==> src/rtl/fpsc_pkg.sv <==
`timescale 1ns/1ps
package fpsc_pkg;
    localparam int SP_W      = 32;
    localparam int SP_EXP_W  = 8;
    localparam int SP_FRAC_W = 23;
    localparam int DP_W      = 64;
    localparam int DP_EXP_W  = 11;
    localparam int DP_FRAC_W = 52;
    localparam int SP_BIAS   = (1 << (SP_EXP_W - 1)) - 1;
    localparam int DP_BIAS   = (1 << (DP_EXP_W - 1)) - 1;
    localparam int BIAS_GAP  = DP_BIAS - SP_BIAS;
    localparam int PAD_W     = DP_FRAC_W - SP_FRAC_W;
    localparam int SP_EXP_MAX = (1 << SP_EXP_W) - 1;
    // double exponent codes that land inside the single normal range
    localparam int ST_EXP_LO = BIAS_GAP + 1;
    localparam int ST_EXP_HI = BIAS_GAP + SP_EXP_MAX - 1;

    typedef struct packed {
        logic                 sign;
        logic [SP_EXP_W-1:0]  exp;
        logic [SP_FRAC_W-1:0] frac;
    } sp_t;

    typedef struct packed {
        logic                 sign;
        logic [DP_EXP_W-1:0]  exp;
        logic [DP_FRAC_W-1:0] frac;
    } dp_t;

    typedef enum logic [1:0] {
        CLS_ZERO,
        CLS_NORMAL,
        CLS_SPECIAL,
        CLS_ASSIST
    } op_class_e;

    function automatic op_class_e classify_sp(input sp_t v);
        if (v.exp == '0)
            return (v.frac == '0) ? CLS_ZERO : CLS_ASSIST;
        else if (v.exp == '1)
            return CLS_SPECIAL;
        return CLS_NORMAL;
    endfunction

    function automatic op_class_e classify_dp(input dp_t v);
        if (v.exp == '0 && v.frac == '0)
            return CLS_ZERO;
        else if (v.exp == '1)
            return CLS_SPECIAL;
        else if (v.exp >= DP_EXP_W'(ST_EXP_LO) && v.exp <= DP_EXP_W'(ST_EXP_HI))
            return CLS_NORMAL;
        return CLS_ASSIST;
    endfunction
endpackage

==> src/rtl/fpsc_load_path.sv <==
`timescale 1ns/1ps
module fpsc_load_path
    import fpsc_pkg::*;
(
    input  sp_t op,
    output dp_t res,
    output logic trap
);
    op_class_e cls;

    always_comb begin
        cls  = classify_sp(op);
        res  = '0;
        trap = 1'b0;
        unique case (cls)
            CLS_ZERO: res.sign = op.sign;
            CLS_NORMAL: begin
                res.sign = op.sign;
                res.exp  = DP_EXP_W'(op.exp) + DP_EXP_W'(BIAS_GAP);
                res.frac = {op.frac, {PAD_W{1'b0}}};
            end
            CLS_SPECIAL: begin
                res.sign = op.sign;
                res.exp  = '1;
                res.frac = {op.frac, {PAD_W{1'b0}}};
            end
            default: trap = 1'b1;
        endcase
    end
endmodule

==> src/rtl/fpsc_store_path.sv <==
`timescale 1ns/1ps
module fpsc_store_path
    import fpsc_pkg::*;
(
    input  dp_t op,
    output sp_t res,
    output logic trap
);
    op_class_e cls;
    logic [SP_FRAC_W-1:0] hi_frac;

    always_comb begin
        cls     = classify_dp(op);
        hi_frac = op.frac[DP_FRAC_W-1 -: SP_FRAC_W];
        res     = '0;
        trap    = 1'b0;
        unique case (cls)
            CLS_ZERO: res.sign = op.sign;
            CLS_NORMAL: begin
                res.sign = op.sign;
                res.exp  = SP_EXP_W'(op.exp - DP_EXP_W'(BIAS_GAP));
                res.frac = hi_frac;
            end
            CLS_SPECIAL: begin
                res.sign = op.sign;
                res.exp  = '1;
                // keep a NaN a NaN when its payload sat only in dropped bits
                res.frac = (op.frac != '0 && hi_frac == '0)
                         ? SP_FRAC_W'(1) : hi_frac;
            end
            default: trap = 1'b1;
        endcase
    end
endmodule

==> src/rtl/fpsc_conv.sv <==
`timescale 1ns/1ps
module fpsc_conv
    import fpsc_pkg::*;
(
    input  logic            clk,
    input  logic            rst,
    input  logic            in_valid,
    input  logic            in_store,
    input  logic [DP_W-1:0] in_data,
    output logic            out_valid,
    output logic            out_store,
    output logic [DP_W-1:0] out_data,
    output logic            out_trap
);
    dp_t ld_res;
    sp_t st_res;
    logic ld_trap, st_trap;
    logic [DP_W-1:0] sel_data;
    logic sel_trap;

    fpsc_load_path u_ld (
        .op   (sp_t'(in_data[SP_W-1:0])),
        .res  (ld_res),
        .trap (ld_trap)
    );

    fpsc_store_path u_st (
        .op   (dp_t'(in_data)),
        .res  (st_res),
        .trap (st_trap)
    );

    always_comb begin
        if (in_store) begin
            sel_data = {{(DP_W-SP_W){1'b0}}, st_res};
            sel_trap = st_trap;
        end else begin
            sel_data = ld_res;
            sel_trap = ld_trap;
        end
    end

    always_ff @(posedge clk) begin
        if (rst) begin
            out_valid <= 1'b0;
            out_store <= 1'b0;
            out_data  <= '0;
            out_trap  <= 1'b0;
        end else begin
            out_valid <= in_valid;
            out_store <= in_store;
            out_trap  <= in_valid & sel_trap;
            if (in_valid)
                out_data <= sel_data;
        end
    end
endmodule

==> config.mk <==
export PLATFORM = sky130hd
export DESIGN_NAME = fpsc_conv
export DESIGN_NICKNAME = d
export VERILOG_FILES = /design/src/rtl/fpsc_pkg.sv /design/src/rtl/fpsc_load_path.sv /design/src/rtl/fpsc_store_path.sv /design/src/rtl/fpsc_conv.sv
export SDC_FILE = /design/constraint.sdc
export NUM_CORES = 1
export LEC_CHECK = 0
export ABC_CLOCK_PERIOD_IN_PS = 2100
export BUFFER_PORTS_ARGS = -buffer_cell sky130_fd_sc_hd__buf_2
export CORE_ASPECT_RATIO = 1.4
export CORE_UTILIZATION = 51
export DETAILED_ROUTE_END_ITERATION = 10
export HOLD_SLACK_MARGIN = 0.03
export PLACE_DENSITY = 0.87
export SKIP_LAST_GASP = 1
export SLEW_MARGIN = 20
export SYNTH_ARGS = -nofsm -noshare
export SYNTH_HDL_FRONTEND = slang
export SYNTH_HIERARCHICAL = 1
export SYNTH_SLANG_ARGS = --single-unit
==> constraint.sdc <==
create_clock -name clk -period 2.1 [get_ports clk]
set_input_delay 0.21 -clock clk [delete_from_list [all_inputs] [get_ports clk]]
set_output_delay 0.21 -clock clk [all_outputs]
set_load 0.005 [all_outputs]
== Word-level counts from Yosys, hierarchy flattened ==
Index checks and enable logic that the tools add are counted.
Cells by class
  $add $sub $neg: 2
  order comparisons: 2
  equal/unequal tests: 6
  mux-type cells: 22
  bitwise logic cells: 1
  reduce and logical (&&, ||, !) cells: 13
Operators by type and width (number)
  one-hot mux 63 bit (2 select lines): 1
  2-to-1 mux 64 bit: 1
  one-hot mux 31 bit (2 select lines): 1
  zero test 52 bit: 1
  nonzero test 52 bit: 1
  zero test 23 bit: 2
  2-to-1 mux 23 bit: 1
  2-to-1 mux 2 bit: 8
  adder 8 x 10 -> 11 bit, second input constant: 1
  equality test 11 bit, second input constant: 1
  greater-or-equal comparator 11 x 10 -> 1 bit, second input constant: 1
  less-or-equal comparator 11 bit, second input constant: 1
  zero test 11 bit: 1
  2-to-1 mux 1 bit: 10
  equality test 8 bit, second input constant: 1
  zero test 8 bit: 1
  subtractor 8 bit, second input constant: 1
  OR reduction 3 bit: 2
  equality test 2 x 1 -> 1 bit, second input constant: 2
  equality test 2 bit, second input constant: 2
  zero test 2 bit: 2
  logical AND 1 bit: 3
  bitwise AND 1 bit: 1
Word-level totals
  bits in registers: 67
  bits of input ports: 68

== Depth between registers and ports, before layout ==
Gate-level depths: netlist of the first run.
  depth after elaboration: 11
  depth in mapped cells: 7
  mapped depth without buffers: 6

== Hierarchy ==
Netlist of the first run, hierarchy kept.
Modules (own cells, without submodules)
  fpsc_conv: times used 1, cells an instance 291, area an instance 2839.0 µm²
  fpsc_load_path: times used 1, cells an instance 82, area an instance 611.8 µm²
  fpsc_store_path: times used 1, cells an instance 72, area an instance 530.5 µm²

== Worst setup path after synthesis of the first run ==
Ideal clock, no wire load.
  path type: input port to flip-flop
  from: in in_data[57]
  to: reg out_data[2]
  data arrival time: 1.632 ns
  setup slack: 0.330 ns
  cell stages on the path: 7
  buffers on the path: 1
  path through: or4_4 > o41ai_4 > nand2_2 > buf_6 > o21a_1 > mux2i_1 > a211oi_1
RTL lines
  from (decl): line fpsc_conv.sv:9  | input logic [DP_W-1:0] in_data,
  to (signal assigned): line fpsc_conv.sv:54  | out_data <= sel_data;
  to (decl): line fpsc_conv.sv:12  | output logic [DP_W-1:0] out_data,

==> flow_summary.toml, run 1 <==
[sta]
period_needed_ns = 1.700
rsz0062_at_grt = "false"
max_slew_margin_pct = 62.43
fmax_mhz = 588.4
tightestPinTransition_ns = 0.5636
slew_viol_final = 0
hold_violations = 0
period_share_pct = 80.93
setup_viol = 0
whs_ns = 0.1797
finalSetupTns_ns = 0
fin_skew_ns = 0

[floorplan]
die_height_um = 106.5
die_area_um2 = 8169
initial_core_util_pct = 53.42
io_pins = 135
die_w_um = 76.68
core_area_um2 = 7453
num_rows = 37

[clocking]
htreeDepth = 3
cts_root_buf = "clkbuf_8"
cts_resized = 0
insertion_delay_ns = 0.34
clk_path_buf_depth = 2
post_cts_buffers = 0
tritoncts = "yes"
cts_buffers = 9
clk_pin_slew_worst_paths_ns = 0.08
cts.sinks = 67
hold_buffers = 0

[power_and_ir_drop]
switching_power_mw = 0.7859
powerDensity_nw_per_um2 = 638.0
power_frac_clock_pct = 37.7
vdd_drop_max_mv = 0.4327
p_sw_share_pct = 26.08
power_frac_comb_pct = 16.8
p_int_mw = 2.227
seq_power_share_pct = 45.5
leakage_nw = 2.114

[worst_setup_path]
reg2reg_from = "out_data[7]"
cp_data_required_time_ns = 2.30
crit_buf_inv = 2
crit_slowest_cell = "or4_4"
arrival_ns = 1.90
reg2reg_to = "out_data[7]"
critPathKind = "input port to flop"
cp_cell_sequence = "buf_2, or4_4, o41ai_4, nand2_2, buf_12, o21a_1, mux2i_1, a211oi_1"
path_delay_family = "simple AND/OR/NAND/NOR gates"
cp-end-kind = "flop"
startpoint_type = "input port"
reg2reg_slack_ns = 1.39
cp_max_fo = 22
ff2ff_path_depth = 2
slowest_delay_ns = 0.57

[final_layout]
finalInstanceArea_um2 = 4723
mostFrequentLayoutCells = "buf_2 (133), dfxtp_1 (67), nor2_1 (34)"
syn_to_final_growth_pct = 18.64
layout.nets = 623
finalNonFillerCells = 657
antennaDiodeCount = 0
drive_gt1_share_pct = 34.46
layout_commonest_cell = "buf_2"

[synth]
ys_ff_latch = 67
netlist_area_um2 = 3981
synth_ff_type = "dfxtp_1"
ys_types = 42
synth_top_area_share_pct = 33.69
synth_cells = 445
synth_top_area_cell = "dfxtp_1"
synth-edff-count = 0
seq_area_frac_synth_pct = 33.69
ys_warn_count = 6
synthArstFlopShare_pct = 0
avgSynthCellArea_um2 = 8.947
yosys-top-cells-area = "dfxtp_1 (34%), mux2i_1 (8.3%), buf_4 (6.2%), a211oi_1 (6.0%), nand3b_1 (6.0%)"

[min_path]
min_from = "in_data[24]"
whs_path_depth = 3
hold_class = "input port to flop"
hold_end = "out_data[53]"

[global_route]
grt_max_degree = 46
grt_pass1_vias = 3457
grt_usage_pct = 24.91
grt.overflow.total = 0
grt_pass1_wl_um = 16220
antenna_found_initial = 0

[placed_design]
dp_hpwl_um = 7068
io_buffers = 134
post-place-cells = 641
place_congestion = 0.8280
placed_cell_area_um2 = 4511

[routing]
drtIter0Drc = 196
via_per_inst = 5.457
drtAntennaViolNets = 0
vias = 3585
dr.pass1.iters = 4
drc = 0
routed_wirelength_um = 9750
wl_per_cell_um = 14.84

[run_status]
status = "finished clean"

[job]
maxCapViolCount = 0
stage by stage:
stage | utilization, % | power [mW] | worst slack, ns
2_1_floorplan | - | 1.735 | 0.3301
3_3_place_gp | 60.52 | 1.887 | 0.1301
3_5_place_dp | 60.52 | 1.903 | 0.09306
4_1_cts | 63.37 | 3.046 | 0.4557
5_1_grt | 63.37 | 3.152 | 0.3177
6_report | 63.37 | 3.013 | 0.4004
Yosys cell counts, types with 2 or more instances:
master / n
dfxtp_1: 67
nor2_1: 34
buf_4: 33
mux2i_1: 33
nand2b_1: 33
a211oi_1: 32
a21oi_1: 32
nand3b_1: 32
o21a_1: 22
and2_4: 18
nor4_1: 16
buf_2: 15
clkbuf_1: 10
and2_1: 8
nor3_1: 6
and2_2: 5
buf_1: 5
buf_6: 5
nand4_1: 5
and4_1: 3
buf_12: 3
nor2b_1: 3
a32o_1: 2
dlygate4sd1_1: 2
nand2_2: 2
nand3_1: 2
nor4_2: 2
worst min-delay path, cell delays in order:
cell and delay, ns:
buf_2 0.13, nand3b_1 0.08, a21oi_1 0.06
state kept, by name (all words and copies together) (netlist names):
signal,count
out_data,64
out_store,1
out_trap,1
out_valid,1
cell families after synthesis:
group | Yosys count | synth area share, %
mux | 33 | 8.297
flops | 67 | 33.69
compound gates | 94 | 16.40
buf+inv | 74 | 12.98
simple gates | 176 | 28.54
other cells | 1 | 0.09419
layer usage:
metal | share of wire, % | vias up | routed length, um | global-route usage (%)
met3 | 6.3 | 18 | 618 | 4.635
met5 | 0 | - | 0 | 0
met4 | 2.4 | 0 | 232 | 12.91
met2 | 49 | 159 | 4747 | 42.22
li1 | - | 1744 | - | -
met1 | 43 | 1664 | 4152 | 29.68
layout make-up:
class / count / area [um2]
fill: 645 / 2730
multi-input combinational: 332 / 2233
sequential: 67 / 1341
timing repair buffer: 144 / 810.8
clock buffer: 12 / 165.2
tap: 97 / 121.4
clock inverter: 4 / 47.55
inverter: 1 / 3.754
worst max-delay path by stage:
stage	startpoint	end	slack, ns	cells after the start
after floorplan	in_data[57]	out_data[2]	0.33	7
after global placement	in_data[20]	out_data[0]	0.13	7
after detailed placement	in_data[57]	out_data[10]	0.09	8
after CTS	in_data[57]	out_data[4]	0.46	8
after global routing	in_data[20]	out_data[31]	0.32	7
final	in_data[57]	out_data[4]	0.40	8
power by group through the flow:
stage / Combinational [mW] / Clock, mW / Sequential (mW)
after floorplan: 0.330 / 0 / 1.40
after global placement: 0.491 / 0 / 1.40
after global routing: 0.556 / 1.22 / 1.38
after CTS: 0.506 / 1.17 / 1.37
final: 0.506 / 1.14 / 1.37
after detailed placement: 0.505 / 0 / 1.40
(Power assumes the default switching activity.)
==> run 2, diff against run 1 <==
- ABC_AREA: unset -> 1
- ABC_CLOCK_PERIOD_IN_PS: 2100 -> 1450
- CORE_UTILIZATION: 51 -> 47
- PLACE_DENSITY: 0.87 -> 0.83
- clock period: 2.1 -> 1.45 ns (I/O delays scaled with it)
==> flow_summary.toml, run 2 <==
[run_status]
status = "finished clean"

[sta]
fin_skew_ns = 0
setup_ws_ns = 0.2615
whs_ns = 0.1108
tightestPinTransition_ns = 0.5659
period_needed_ns = 1.188
slew_viol_final = 0
rsz0062_at_grt = "false"
setup_viol = 0
hold_violations = 0
period_share_pct = 81.96
max_slew_margin_pct = 62.22
fmax_mhz = 841.4

[worst_setup_path]
arrival_ns = 1.46
cp-end-kind = "flop"
cp_data_required_time_ns = 1.72
crit_start = "in_data[45]"
startpoint_type = "input port"
cp_max_fo = 2
reg2reg_from = "out_data[10]"
critPathKind = "input port to flop"

[final_layout]
fillCellCount = 857
regArea_um2 = 1341
multi_input_area_um2 = 2236
layout.nets = 872
layout_commonest_cell = "nor2_1"
drive_gt1_share_pct = 25.25
antennaDiodeCount = 0
mostFrequentLayoutCells = "nor2_1 (185), nand2_1 (142), buf_2 (134)"
largest_reg_flops = 64
largest-register = "out_data"
finalNonFillerCells = 913
final_util_pct = 60.06
syn_to_final_growth_pct = 21.94

[clocking]
tritoncts = "yes"
insertion_delay_ns = 0.33
clk_pin_slew_worst_paths_ns = 0.05
hold_buffers = 0
clk_path_buf_depth = 2
cts_buffers = 9
post_cts_buffers = 0
cts_root_buf = "clkbuf_16"
cts.sinks = 67
htreeDepth = 3
cts_resized = 0

[floorplan]
num_rows = 40
die_height_um = 115.0
core_area_um2 = 8708
die_w_um = 82.74
initial_core_util_pct = 49.25
io_pins = 135
die_area_um2 = 9517

[synth]
synth_cells = 687
synthArstFlopShare_pct = 0
yosys-top-cells-area = "dfxtp_1 (31%), nor2_1 (16%), nand2_1 (12%), buf_4 (6.1%), inv_1 (6.0%)"
synth_top_area_share_pct = 31.27
ys_types = 26
synth_top_area_cell = "dfxtp_1"
netlist_area_um2 = 4289
avgSynthCellArea_um2 = 6.243
synth_ff_type = "dfxtp_1"
yosysMostFrequentCell = "nor2_1"
ys_ff_latch = 67
ys_warn_count = 6
synthTopCellsByCount = "nor2_1 (185), nand2_1 (142), inv_1 (68), dfxtp_1 (67), nand3_1 (39)"
seq_area_frac_synth_pct = 31.27
synth-edff-count = 0

[placed_design]
post-place-cells = 898
io_buffers = 134
dp_hpwl_um = 7865
pre_cts_ws_ns = -0.04098
place_congestion = 0.9081

[routing]
routed_wirelength_um = 10810
drc = 0
vias = 4322
drtIter0Drc = 149
wl_per_cell_um = 11.84
dr.pass1.iters = 4
drtAntennaViolNets = 0
via_per_inst = 4.734

[power_and_ir_drop]
powerDensity_nw_per_um2 = 969.4
power_frac_comb_pct = 15.4
switching_power_mw = 1.290
p_int_mw = 3.780
vdd_drop_max_mv = 0.8979
seq_power_share_pct = 39.1
leakage_nw = 2.595
p_sw_share_pct = 25.45
power_frac_clock_pct = 45.5

[job]
maxCapViolCount = 0

[global_route]
grt_pass1_vias = 3903
grt_usage_pct = 23.78
grt_pass1_wl_um = 17160
grt.overflow.total = 0
antenna_found_initial = 0
grt_max_degree = 66

[min_path]
hold_class = "input port to flop"
min_from = "in_data[23]"
## run 2: cell count changes in the layout (fill, tap and decap cells not counted), moves of 15 or more
cell      delta
a21boi_2    +15
nand3_1     +37
nand2_1    +141
nand2b_1    -33
mux2i_1     -33
o21a_1      -22
nor4_1      -16
nor2_1     +151
inv_1       +67
a211oi_1    -32
o21ai_0     +32
and2_4      -18
nand3b_1    -32
## run 2: final cells by class
class / instances / share of cell area (%)
Timing Repair Buffer: 154 / 17.85
Tap cell: 105 / 2.512
Clock buffer: 14 / 5.431
Multi-Input combinational cell: 499 / 42.75
Sequential cell: 67 / 25.65
Clock inverter: 1 / 0.5742
Inverter: 73 / 5.239
## run 2: through the flow
| step | setup TNS, ns | total power, mW | cell area (um2) |
|---|---|---|---|
| global placement | -0.04197 | 2.790 | 4916 |
| finish | 0 | 5.070 | 5230 |
| floorplan | 0 | 2.556 | 4394 |
| CTS | 0 | 5.099 | 5230 |
| global route | 0 | 5.314 | 5230 |
| detailed placement | -0.08533 | 2.800 | 4916 |
## run 2: routing by layer
layer | up-vias | track usage [%] | wire length [um]
li1 | 2272 | - | -
met1 | 1926 | 25.21 | 4366
met2 | 111 | 43.33 | 5541
met3 | 13 | 5.317 | 657
met4 | 0 | 10.92 | 242
met5 | - | 0 | 0
## run 2: worst max-delay path: stages
cell     delay [ns]
buf_2          0.11
nor2_1         0.25
nand2_1        0.08
nor2_1         0.10
nand2_1        0.06
nor2_1         0.18
nand3_1        0.13
a21oi_1        0.15
nand2_1        0.06
nand2_1        0.07
nor2_1         0.04
nor2_1         0.08
## run 2: worst paths after layout
| check | slack [ns] | cells past startpoint | endpoint |
|---|---|---|---|
| worst max-delay path | 0.26 | 12 | out_data[31] |
| worst max register to register | 0.80 | 2 | out_data[10] |
| worst min register to register | 0.46 | 2 | out_data[32] |
| worst min-delay path | 0.11 | 3 | out_data[52] |
## run 2: cells by family after synthesis
group                  Yosys count  synth area share, %
AO/OA/AOI/OAI                   90                13.24
other                            1              0.08743
buffers and inverters          149                19.05
flip-flops                      67                31.27
AND/OR/NAND/NOR                380                36.35
## run 2: power by group through the flow
| stage | Combinational (mW) | Clock (mW) | Sequential, mW |
|---|---|---|---|
| 2_1_floorplan | 0.527 | 0 | 2.03 |
| 3_3_place_gp | 0.771 | 0 | 2.02 |
| 3_5_place_dp | 0.778 | 0 | 2.02 |
| 4_1_cts | 0.783 | 2.33 | 1.98 |
| 5_1_grt | 0.883 | 2.44 | 1.99 |
| 6_report | 0.781 | 2.31 | 1.98 |
==> run 3, diff against run 2 <==
- ABC_CLOCK_PERIOD_IN_PS: 1450 -> 1200
- CORE_UTILIZATION: 47 -> 52
- PLACE_DENSITY: 0.83 -> 0.87
- clock period: 1.45 -> 1.2 ns (I/O delays scaled with it)
==> flow_summary.toml, run 3 (same netlist as run 2, synthesis figures left out) <==
[worst_setup_path]
ff2ff_path_depth = 2
cp-end-kind = "flop"
reg2reg_slack_ns = 0.55
startpoint_type = "input port"
critPathKind = "input port to flop"
arrival_ns = 1.40
reg2reg_from = "out_data[22]"
crit_start = "in_data[59]"
cp_max_fo = 10
cp_data_required_time_ns = 1.49
reg2reg_to = "out_data[22]"

[routing]
drtAntennaViolNets = 0
wl_per_cell_um = 11.32
drc = 0
routed_wirelength_um = 10870
vias = 4501
drtIter0Drc = 145
via_per_inst = 4.689
dr.pass1.iters = 4

[clocking]
cts_root_buf = "clkbuf_8"
post_cts_buffers = 0
cts.sinks = 67
clk_path_buf_depth = 2
cts_buffers = 9
cts_resized = 0
hold_buffers = 0
tritoncts = "yes"
clk_pin_slew_worst_paths_ns = 0.08
htreeDepth = 3
insertion_delay_ns = 0.35

[global_route]
grtUsageMet2_pct = 48.70
use_met3_pct = 5.560
top_usage_layer = "met2"
gr-usage-met1_pct = 27.18
antenna_found_initial = 0
grt.overflow.total = 0
grt_usage_pct = 26.00
grt_pass1_wl_um = 17350
grt_max_degree = 47
grt_pass1_vias = 4038

[power_and_ir_drop]
powerDensity_nw_per_um2 = 942.9
leakage_nw = 2.762
vdd_drop_max_mv = 0.6907

[final_layout]
drive_gt1_share_pct = 29.77
largest_reg_flops = 64
antennaDiodeCount = 0
layout.nets = 923
layout_commonest_cell = "nor2_1"
mostFrequentLayoutCells = "nor2_1 (184), nand2_1 (142), buf_2 (134)"
syn_to_final_growth_pct = 26.93
largest-register = "out_data"

[min_path]
min_from = "in_data[6]"
hold_class = "input port to flop"
hold_end = "out_data[35]"
whs_path_depth = 5

[run_status]
status = "finished clean"

[sta]
setup_viol = 0
rsz0062_at_grt = "false"
hold_violations = 0
period_share_pct = 92.41
setup_ws_ns = 0.09113
finalSetupTns_ns = 0
period_needed_ns = 1.109
slew_viol_final = 0
fmax_mhz = 901.8
fin_skew_ns = 0

[floorplan]
die_area_um2 = 8621
initial_core_util_pct = 54.34
num_rows = 38
core_area_um2 = 7893
die_w_um = 78.76
io_pins = 135
die_height_um = 109.5

[placed_design]
dp_hpwl_um = 8282
pre_cts_ws_ns = -0.2853
io_buffers = 134
place_congestion = 0.8945

[job]
maxCapViolCount = 0
-- run 3: cell count changes in the layout (fill, tap and decap cells not counted), sizes merged --
cell / delta
clkbuf: -2
clkinvlp: +1
clkinv: +3
bufinv: -1
buf: +51
-- run 3: worst max-delay path by stage --
stage	endpoint	slack (ns)	depth (start not counted)
after floorplan	out_data[5]	0.08	12
after global routing	out_data[31]	0.003	12
after global placement	out_data[31]	-0.22	12
final	out_data[13]	0.09	11
after detailed placement	out_data[13]	-0.29	11
after CTS	out_data[13]	0.08	11
-- run 3: layer usage --
metal,share of wire [%],vias to the layer above
met3,6.9,20
met4,2.3,0
met1,39,1980
met2,52,128
met5,0,-
li1,-,2373
-- run 3: cell type report --
class | instances | area [um2]
Clock buffer | 12 | 145.1
Clock inverter | 4 | 26.28
Fill cell | 692 | 2449
Inverter | 73 | 276.5
Multi-Input combinational cell | 499 | 2238
Sequential cell | 67 | 1341
Tap cell | 100 | 125.1
Timing Repair Buffer | 205 | 1291
-- run 3: through the flow --
| step | instances | util [%] | hold slack [ns] | instance area (um2) | power [mW] |
|---|---|---|---|---|---|
| after floorplan | 715 | - | 0.2901 | 4394 | 3.089 |
| after global placement | 944 | 66.74 | 0.4500 | 5268 | 3.480 |
| after detailed placement | 944 | 66.74 | 0.4523 | 5268 | 3.501 |
| after CTS | 960 | 68.91 | 0.1317 | 5439 | 5.168 |
| after global routing | 960 | 68.98 | 0.1832 | 5444 | 5.405 |
| final | 960 | 68.98 | 0.1391 | 5444 | 5.133 |
-- run 3: report_power, final --
group,internal (mW),total (mW),switching [mW]
Sequential,2.34,2.39,0.0512
Combinational,0.501,1.07,0.566
Clock,0.803,1.67,0.872
-- run 3: critical path, cell delays in order --
cell      delay [ns]
buf_2           0.12
nor3_2          0.24
nand3_2         0.14
nand2_4         0.12
inv_4           0.06
buf_12          0.14
a21boi_0        0.19
nand2_1         0.09
nand2_1         0.06
nor2_1          0.04
nor2_1          0.08
